[config.mk]
export PLATFORM = sky130hd
export DESIGN_NAME = fifo_resync_ctrl
export DESIGN_NICKNAME = d
export VERILOG_FILES = /design/src/rtl/fifo_resync_pkg.sv /design/src/rtl/resync_fsm.sv /design/src/rtl/resync_datapath.sv /design/src/rtl/fifo_resync_ctrl.sv
export SDC_FILE = /design/constraint.sdc
export NUM_CORES = 1
export LEC_CHECK = 0
export CAP_MARGIN = 20
export CELL_PAD_IN_SITES_DETAIL_PLACEMENT = 1
export CELL_PAD_IN_SITES_GLOBAL_PLACEMENT = 2
export CORE_ASPECT_RATIO = 1.25
export CORE_UTILIZATION = 23
export CTS_CLUSTER_DIAMETER = 120
export DETAILED_ROUTE_END_ITERATION = 7
export PLACE_DENSITY_LB_ADDON = 0.1
export SYNTH_ARGS = -nofsm -noshare
export SYNTH_HDL_FRONTEND = slang
export SYNTH_HIERARCHICAL = 1
export SYNTH_SLANG_ARGS = --single-unit
[constraint.sdc]
create_clock -name clk -period 2.8 [get_ports clk]
set_input_delay 0.42 -clock clk [delete_from_list [all_inputs] [get_ports clk]]
set_output_delay 0.42 -clock clk [all_outputs]
set_load 0.1 [all_outputs]
[src/rtl/fifo_resync_pkg.sv]
package fifo_resync_pkg;

  typedef enum logic [1:0] {
    RS_OFF     = 2'd0,
    RS_STANDBY = 2'd1,
    RS_ON      = 2'd2
  } rsState_e;

  // strobes from control to datapath
  typedef struct packed {
    logic compareEn;   // state On and enable high
    logic clearIrq;    // acknowledge seen
  } rsStrobe_t;

endpackage

[src/rtl/resync_fsm.sv]
module resync_fsm
  import fifo_resync_pkg::*;
(
  input  logic      clk,
  input  logic      rstN,
  input  logic      enable,
  input  logic      sampleValid,
  input  logic      irqAck,
  output rsStrobe_t strobes,
  output logic [1:0] state
);

  rsState_e curState, nextState;

  always_comb begin
    nextState = curState;
    if (!enable) begin
      nextState = RS_OFF;
    end else begin
      unique case (curState)
        RS_OFF:     nextState = RS_STANDBY;
        RS_STANDBY: if (sampleValid) nextState = RS_ON;
        RS_ON:      nextState = RS_ON;
        default:    nextState = RS_OFF;
      endcase
    end
  end

  always_ff @(posedge clk) begin
    if (!rstN) curState <= RS_OFF;
    else       curState <= nextState;
  end

  always_comb begin
    strobes.compareEn = (curState == RS_ON) && enable;
    strobes.clearIrq  = irqAck;
  end

  assign state = curState;

  // state encoding stays legal
  a_r1_legal_state: assert property (@(posedge clk) disable iff (!rstN)
    state != 2'd3);

  // disable forces Off
  a_r2_off_when_disabled: assert property (@(posedge clk) disable iff (!rstN)
    !enable |=> state == 2'd0);

  // Off steps to Stand-By when enabled
  a_r3_off_to_standby: assert property (@(posedge clk) disable iff (!rstN)
    (state == 2'd0 && enable) |=> state == 2'd1);

  // first valid sample arms the comparison
  a_r4_standby_to_on: assert property (@(posedge clk) disable iff (!rstN)
    (state == 2'd1 && enable && sampleValid) |=> state == 2'd2);

  a_r4_standby_holds: assert property (@(posedge clk) disable iff (!rstN)
    (state == 2'd1 && enable && !sampleValid) |=> state == 2'd1);

endmodule

[src/rtl/resync_datapath.sv]
module resync_datapath
  import fifo_resync_pkg::*;
#(
  parameter int CNT_W = 4
) (
  input  logic             clk,
  input  logic             rstN,
  input  rsStrobe_t        strobes,
  input  logic [CNT_W-1:0] leftFill,
  input  logic [CNT_W-1:0] rightFill,
  output logic             loadStrobe,
  output logic [CNT_W-1:0] loadValue,
  output logic             irq
);

  logic mismatch;
  logic doLoad;

  always_comb begin
    mismatch = (leftFill != rightFill);
    // no compare in the cycle that carries a strobe
    doLoad   = strobes.compareEn && !loadStrobe && mismatch;
  end

  always_ff @(posedge clk) begin
    if (!rstN) begin
      loadStrobe <= 1'b0;
      loadValue  <= '0;
      irq        <= 1'b0;
    end else begin
      loadStrobe <= doLoad;
      if (doLoad) loadValue <= leftFill;
      irq <= doLoad | (irq & ~strobes.clearIrq);
    end
  end

  // strobe never lasts two cycles
  a_r7_single_cycle_strobe: assert property (@(posedge clk) disable iff (!rstN)
    loadStrobe |=> !loadStrobe);

  // a strobe follows a sampled mismatch and carries the left count
  a_r6_strobe_needs_mismatch: assert property (@(posedge clk) disable iff (!rstN)
    loadStrobe |-> $past(leftFill != rightFill));

  a_r5_load_value: assert property (@(posedge clk) disable iff (!rstN)
    loadStrobe |-> loadValue == $past(leftFill));

  // interrupt rises only with a correction, acknowledge clears it
  a_r8_irq_rise: assert property (@(posedge clk) disable iff (!rstN)
    $rose(irq) |-> loadStrobe);

  a_r8_strobe_sets_irq: assert property (@(posedge clk) disable iff (!rstN)
    loadStrobe |-> irq);

  a_r8_ack_clears: assert property (@(posedge clk) disable iff (!rstN)
    strobes.clearIrq |=> (loadStrobe || !irq));

endmodule

[src/rtl/fifo_resync_ctrl.sv]
module fifo_resync_ctrl
  import fifo_resync_pkg::*;
#(
  parameter int CNT_W = 4
) (
  input  logic             clk,
  input  logic             rstN,
  input  logic             enable,
  input  logic             sampleValid,
  input  logic [CNT_W-1:0] leftFill,
  input  logic [CNT_W-1:0] rightFill,
  input  logic             irqAck,
  output logic             loadStrobe,
  output logic [CNT_W-1:0] loadValue,
  output logic             irq,
  output logic [1:0]       state
);

  rsStrobe_t strobes;

  resync_fsm u_fsm (
    .clk         (clk),
    .rstN        (rstN),
    .enable      (enable),
    .sampleValid (sampleValid),
    .irqAck      (irqAck),
    .strobes     (strobes),
    .state       (state)
  );

  resync_datapath #(.CNT_W(CNT_W)) u_dp (
    .clk        (clk),
    .rstN       (rstN),
    .strobes    (strobes),
    .leftFill   (leftFill),
    .rightFill  (rightFill),
    .loadStrobe (loadStrobe),
    .loadValue  (loadValue),
    .irq        (irq)
  );

  // a strobe only follows an edge in On with enable high
  a_r2_strobe_only_from_on: assert property (@(posedge clk) disable iff (!rstN)
    loadStrobe |-> ($past(state) == 2'd2 && $past(enable)));

endmodule

==> results of run 1 <==
==> synthesized netlist by cell type (2+ instances only) <==
cell / n / share of area [%]
nand2_1: 9 / 7.9
inv_1: 2 / 1.8
xnor2_1: 4 / 8.2
ha_1: 3 / 8.8
dfxtp_1: 8 / 37
nor2_1: 2 / 1.8
mux2i_1: 6 / 14
==> state kept, by name, summed over array words and instances (netlist names) <==
register	cells
u_dp/loadStrobe	1
u_dp/loadValue	4
u_fsm/state	2
u_dp/irq	1
==> power groups by stage <==
stage	clock network (mW)	registers (mW)	logic, mW
floorplan	0	0.140	0.0232
global placement	0	0.121	0.0677
detailed placement	0	0.121	0.0675
CTS	0.0911	0.119	0.0678
global route	0.0981	0.119	0.0715
finish	0.0842	0.119	0.0667
==> through the flow <==
step	hold slack [ns]	instances	area (um^2)
4_1_cts	0.4646	83	643.1
3_3_place_gp	0.4612	80	620.6
6_report	0.4578	83	643.1
3_5_place_dp	0.4560	80	620.6
2_1_floorplan	0.5622	43	427.9
5_1_grt	0.4925	83	643.1
==> logic make-up after synthesis <==
logic type	after synthesis
AND/OR/NAND/NOR	16
flip-flops	8
multiplexers	6
XOR/XNOR	4
buffers and inverters	4
adder cells (fa/ha/maj)	3
AO/OA/AOI/OAI	2
==> critical path: stages <==
cell and delay, ns:
clkdlybuf4s50_1 0.44, xnor2_1 0.28, a41oi_4 0.23, and2_2 0.25
==> worst min path at each step <==
stage                            from                end  slack (ns)  depth (start not counted)
detailed placement  u_dp/loadValue[2]  u_dp/loadValue[2]        0.46                          2
global route        u_dp/loadValue[3]  u_dp/loadValue[3]        0.49                          2
finish              u_dp/loadValue[2]  u_dp/loadValue[2]        0.46                          2
global placement    u_dp/loadValue[0]  u_dp/loadValue[0]        0.46                          2
CTS                 u_dp/loadValue[2]  u_dp/loadValue[2]        0.46                          2
floorplan                 leftFill[0]  u_dp/loadValue[0]        0.56                          2
==> metal layers <==
layer  vias up  part of all wire (%)  GRT usage [%]
met3         2                    11          3.097
met5         -                     0              0
met4         0                   1.4          10.00
met2        16                    47          17.20
li1        183                     -              -
met1       154                    41          9.809
==> cell type report <==
type,instances,area (um^2),share of cell area [%]
clock buffer,3,22.52,3.502
sequential,8,160.2,24.90
multi-input combinational,31,249.0,38.72
timing repair buffer,20,180.2,28.02
inverter,2,7.507,1.167
tap,19,23.77,3.696
==> placed cells by master (no fill, tap or decap) <==
| master | Yosys | layout |
|---|---|---|
| clkbuf_4 | 0 | 3 |
| nand2_1 | 9 | 9 |
| nand2b_4 | 1 | 1 |
| nor2_1 | 2 | 2 |
| nand2b_1 | 1 | 1 |
| xnor2_1 | 4 | 4 |
| buf_4 | 1 | 8 |
| clkdlybuf4s50_1 | 0 | 12 |
| a41oi_4 | 1 | 1 |
| dfxtp_1 | 8 | 8 |
| nor2b_1 | 1 | 1 |
| o21a_1 | 1 | 1 |
| and2_1 | 1 | 1 |
| inv_1 | 2 | 2 |
| mux2i_1 | 6 | 6 |
| and2_2 | 1 | 1 |
| ha_1 | 3 | 3 |
==> results.sh, run 1 <==
export IMPL_avgSynthCellArea_um2=9.951
export IMPL_slew_violations=0
export IMPL_first_iter_violations=0
export IMPL_synth_top_family_by_area="simple AND/OR/NAND/NOR gates"
export IMPL_ys_async_sr_fraction_pct=0
export IMPL_synth_seq_cells=8
export IMPL_pre_cts_ws_ns=1.054
export IMPL_pwr_share_seq_pct=44.1
export IMPL_n_fill_cell=226
export IMPL_ant_nets=0
export IMPL_synth_fa_ha_area_share_pct=8.772
export IMPL_area_delta_synth_final_pct=50.29
export IMPL_initial_core_util_pct=24.24
export IMPL_yosysWarnings=6
export IMPL_synthXorXnorAreaFrac_pct=8.187
export IMPL_fp_dieW_um=40.58
export IMPL_io_pins=21
export IMPL_vdd_drop_max_v=0.0002121
export IMPL_drt_wl_total_um=922
export IMPL_num_vias=355
export IMPL_dieHeight_um=50.23
export IMPL_ys_seq_area_share_pct=37.43
export IMPL_syn_area_um2=427.9
export IMPL_wl_per_cell_um=11.11
export IMPL_synth_compound_area_share_pct=8.187
export IMPL_gp_congestion=0.5559
export IMPL_crit_type="input pin to register"
export IMPL_clock_sinks=8
export IMPL_muxShareOfSynthArea_pct=14.04
export IMPL_min_delay_path_class="register to register"
export IMPL_fin_worst_skew_ns=0.002358
export IMPL_start_kind="input pin"
export IMPL_cp_required_ns=2.94
export IMPL_clockBufferDepth=2
export IMPL_final_util_pct=36.43
export IMPL_setup_slack_ns=1.324
export IMPL_drive_above_1_share_pct=21.88
export IMPL_grt_usage_pct=10.69
export IMPL_crit_path_max_fanout=6
export IMPL_reg2reg_depth=6
export IMPL_cp_end_kind="register"
export IMPL_dr_pass1_iters=1
export IMPL_syn_inst=43
export IMPL_drv_cap=0
export IMPL_slew_headroom_pct=74.75
export IMPL_clk_pin_slew_ns=0.05
export IMPL_die_area_um2=2038
export IMPL_synth_distinct_cells=16
export IMPL_p_per_area_nw_per_um2=419.5
export IMPL_core_rowCount=17
export IMPL_clk_latency_ns=0.25
export IMPL_clock_power_share_pct=31.2
export IMPL_nets=82
export IMPL_critPathCapture="u_dp/loadStrobe"
export IMPL_drc=0
export IMPL_finalHoldViolations=0
export IMPL_cts_tree="yes"
export IMPL_p_int_uw=194.5
export IMPL_synth_edf_count=0
export IMPL_finalSetupViolations=0
export IMPL_cts_buffers=3
export IMPL_p_leak_nw=0.2676
export IMPL_antenna_found_initial=0
export IMPL_grt_overflow=0
export IMPL_arrival_ns=1.61
export IMPL_grt_max_degree=12
export IMPL_grt_pass1_vias=368
export IMPL_combPwrFrac_pct=24.7
export IMPL_status="complete, no violations"
export IMPL_tns_ns=0
export IMPL_ff2ff_setup_slack_ns=1.42
export IMPL_reg2reg_to="u_dp/loadValue[1]"
export IMPL_rsz0062_at_grt="no"
export IMPL_worst_slew_pin_slew_ns=0.3776
export IMPL_synth_ff_type="dfxtp_1"
export IMPL_period_minus_slack_ns=1.476
export IMPL_cts_hold_buf=0
export IMPL_n_antenna_cell=0
export IMPL_clockRootBuffer="clkbuf_4"
export IMPL_finalCritPeriodShare_pct=52.72
export IMPL_grt_pass1_wl_um=1407
export IMPL_ctsResizeCount=0
export IMPL_p_sw_uw=75.36
export IMPL_avgViaCountPerCell=4.277
export IMPL_synth_simple_area_share_pct=19.01
export IMPL_core_area_um2=1765
export IMPL_worstSetupStartpoint="leftFill[3]"
export IMPL_max_freq_ghz=0.6774
export IMPL_finalPower_uw=269.8
export IMPL_portBuffers=20
export IMPL_p_sw_share_pct=27.93
export IMPL_cts_setup_buffers=0
export IMPL_r2r_start="u_fsm/state[0]"
export IMPL_cts_htree_levels=1
export IMPL_syn_nets=59
No activity file was read; power rests on OpenSTA's default activity.
==> run 2: changes to the inputs <==
Settings changed: CORE_UTILIZATION 23 to 21.
Clock period 2.8 ns to 1.43 ns, I/O delays scaled along.
==> run 2 against run 1 <==
  * Clock-buffer cell count increased by 1
  * Critical path depth grew 2
  * Combinational power is 120% higher
  * Die area up 9.1%
  * Sequential cell count stayed put
  * Clock skew increased by 0.00064 ns
  * Via count rose by 0.85%
  * Non-clock buffer count is 2 higher
  * Core utilization rose by 6.5 points
  * Wire length decreased by 6.7%
  * Worst setup slack worse by 1.2 ns
  * Final area up 22%
  * Largest power group unchanged
==> results.sh, run 2 (synthesized netlist as in run 1, its figures left out) <==
export IMPL_grt_pass1_vias=393
export IMPL_grt_pass1_wl_um=1573
export IMPL_drc=0
export IMPL_cts_hold_buf=0
export IMPL_drv_cap=0
export IMPL_clockBufferDepth=2
export IMPL_dr_pass1_iters=2
export IMPL_grt_overflow=0
export IMPL_rsz0062_at_grt="no"
export IMPL_slowest_stage="dfxtp_4"
export IMPL_crit_path_max_fanout=6
export IMPL_p_sw_share_pct=28.07
export IMPL_start_kind="register"
export IMPL_die_area_um2=2223
export IMPL_arrival_ns=1.52
export IMPL_cp_required_ns=1.60
export IMPL_path_cells="inv_4 > ha_4 > and2_1 > nand2b_1 > a41oi_4 > mux2i_1"
export IMPL_dieHeight_um=52.47
export IMPL_finalPower_uw=565.9
export IMPL_cts_setup_buffers=0
export IMPL_slew_violations=0
export IMPL_area_delta_synth_final_pct=83.63
export IMPL_cts_tree="yes"
export IMPL_ant_nets=0
export IMPL_avgViaCountPerCell=4.163
export IMPL_cp_buffers_inverters=1
export IMPL_clock_sinks=8
export IMPL_dpl_instance_area_um2=757.0
export IMPL_status="complete, no violations"
export IMPL_layout_common_cells="12 x clkdlybuf4s50_1, 9 x nand2_1, 8 x buf_12"
export IMPL_finalCritPeriodShare_pct=94.28
export IMPL_cp_end_kind="register"
export IMPL_top_register="u_dp/loadValue"
export IMPL_finalInstanceArea_um2=785.8
export IMPL_slew_headroom_pct=76.35
export IMPL_p_per_area_nw_per_um2=720.2
export IMPL_cts_htree_levels=1
export IMPL_largest_reg_flops=4
export IMPL_gp_congestion=0.5864
export IMPL_final_common_cell="clkdlybuf4s50_1"
export IMPL_final_util_pct=42.95
export IMPL_hpwl_um=725.4
export IMPL_worst_slew_pin_slew_ns=0.3537
export IMPL_io_pins=21
export IMPL_cp_top_family="flip-flops"
export IMPL_fp_dieW_um=42.38
export IMPL_p_int_uw=407.0
export IMPL_p_sw_uw=158.9
export IMPL_clk_pin_slew_ns=0.06
export IMPL_clk_latency_ns=0.25
export IMPL_fin_hold_ws_ns=0.5001
export IMPL_grt_max_degree=12
export IMPL_core_rowCount=17
export IMPL_wl_per_cell_um=10.00
export IMPL_grt_usage_pct=9.006
export IMPL_period_minus_slack_ns=1.348
export IMPL_antenna_found_initial=0
export IMPL_cts_buffers=3
export IMPL_max_freq_ghz=0.7418
export IMPL_clockRootBuffer="clkbuf_4"
export IMPL_critPathMaxStageDelay_ns=0.37
export IMPL_drt_wl_total_um=860
export IMPL_drive_above_1_share_pct=31.34
export IMPL_initial_core_util_pct=23.39
export IMPL_finalSetupViolations=0
export IMPL_finalHoldViolations=0
export IMPL_p_leak_nw=0.3035
export IMPL_clock_power_share_pct=32.1
export IMPL_pwr_share_seq_pct=41.6
export IMPL_crit_type="register to register"
export IMPL_combPwrFrac_pct=26.3
export IMPL_n_antenna_cell=0
export IMPL_portBuffers=20
export IMPL_fin_worst_skew_ns=0.003002
export IMPL_vdd_drop_max_v=0.0004446
export IMPL_nets=84
export IMPL_num_vias=358
export IMPL_min_delay_path_class="register to register"
export IMPL_core_area_um2=1829
export IMPL_first_iter_violations=1
run 2: worst min-delay path: stages (launching register included):
cell and delay, ns:
dfxtp_1 0.33, nand2_1 0.07, mux2i_1 0.05
run 2: worst paths after layout:
path | slack, ns | startpoint | cells after the start | end
max reg2reg | 0.08 | u_fsm/state[0] | 6 | u_dp/loadValue[0]
max | 0.08 | u_fsm/state[0] | 6 | u_dp/loadValue[0]
min | 0.50 | u_dp/loadValue[1] | 2 | u_dp/loadValue[1]
min reg2reg | 0.50 | u_dp/loadValue[1] | 2 | u_dp/loadValue[1]
run 2: final cells by class:
type / instances / area (um^2)
Clock buffer: 4 / 26.28
Sequential cell: 8 / 168.9
Fill cell: 207 / 1044
Timing Repair Buffer: 22 / 295.3
Tap cell: 19 / 23.77
Inverter: 2 / 10.01
Multi-Input combinational cell: 31 / 261.5
run 2: stage by stage:
stage	cells	setup TNS, ns	setup slack [ns]
global placement	82	-0.5625	-0.1355
floorplan	43	0	0.01110
detailed placement	82	-0.5555	-0.1017
finish	86	0	0.08185
CTS	86	0	0.03621
global route	86	0	0.007345
run 2: metal layers:
metal  GRT usage, %  routed length, um
met1          10.19                404
met2          16.41                409
met3          2.069                 46
met4          3.125                  0
met5              0                  0
run 2: power by group through the flow:
stage	clock network, mW	registers [mW]	logic (mW)
5_1_grt	0.210	0.236	0.160
6_report	0.182	0.236	0.149
3_5_place_dp	0	0.240	0.150
3_3_place_gp	0	0.240	0.151
2_1_floorplan	0	0.274	0.0465
4_1_cts	0.195	0.235	0.151
run 2: repair_timing:
item	4_1_cts	5_1_grt
hold endpoints to repair	0	0
setup endpoints to repair	0	2
gates resized for setup	0	1
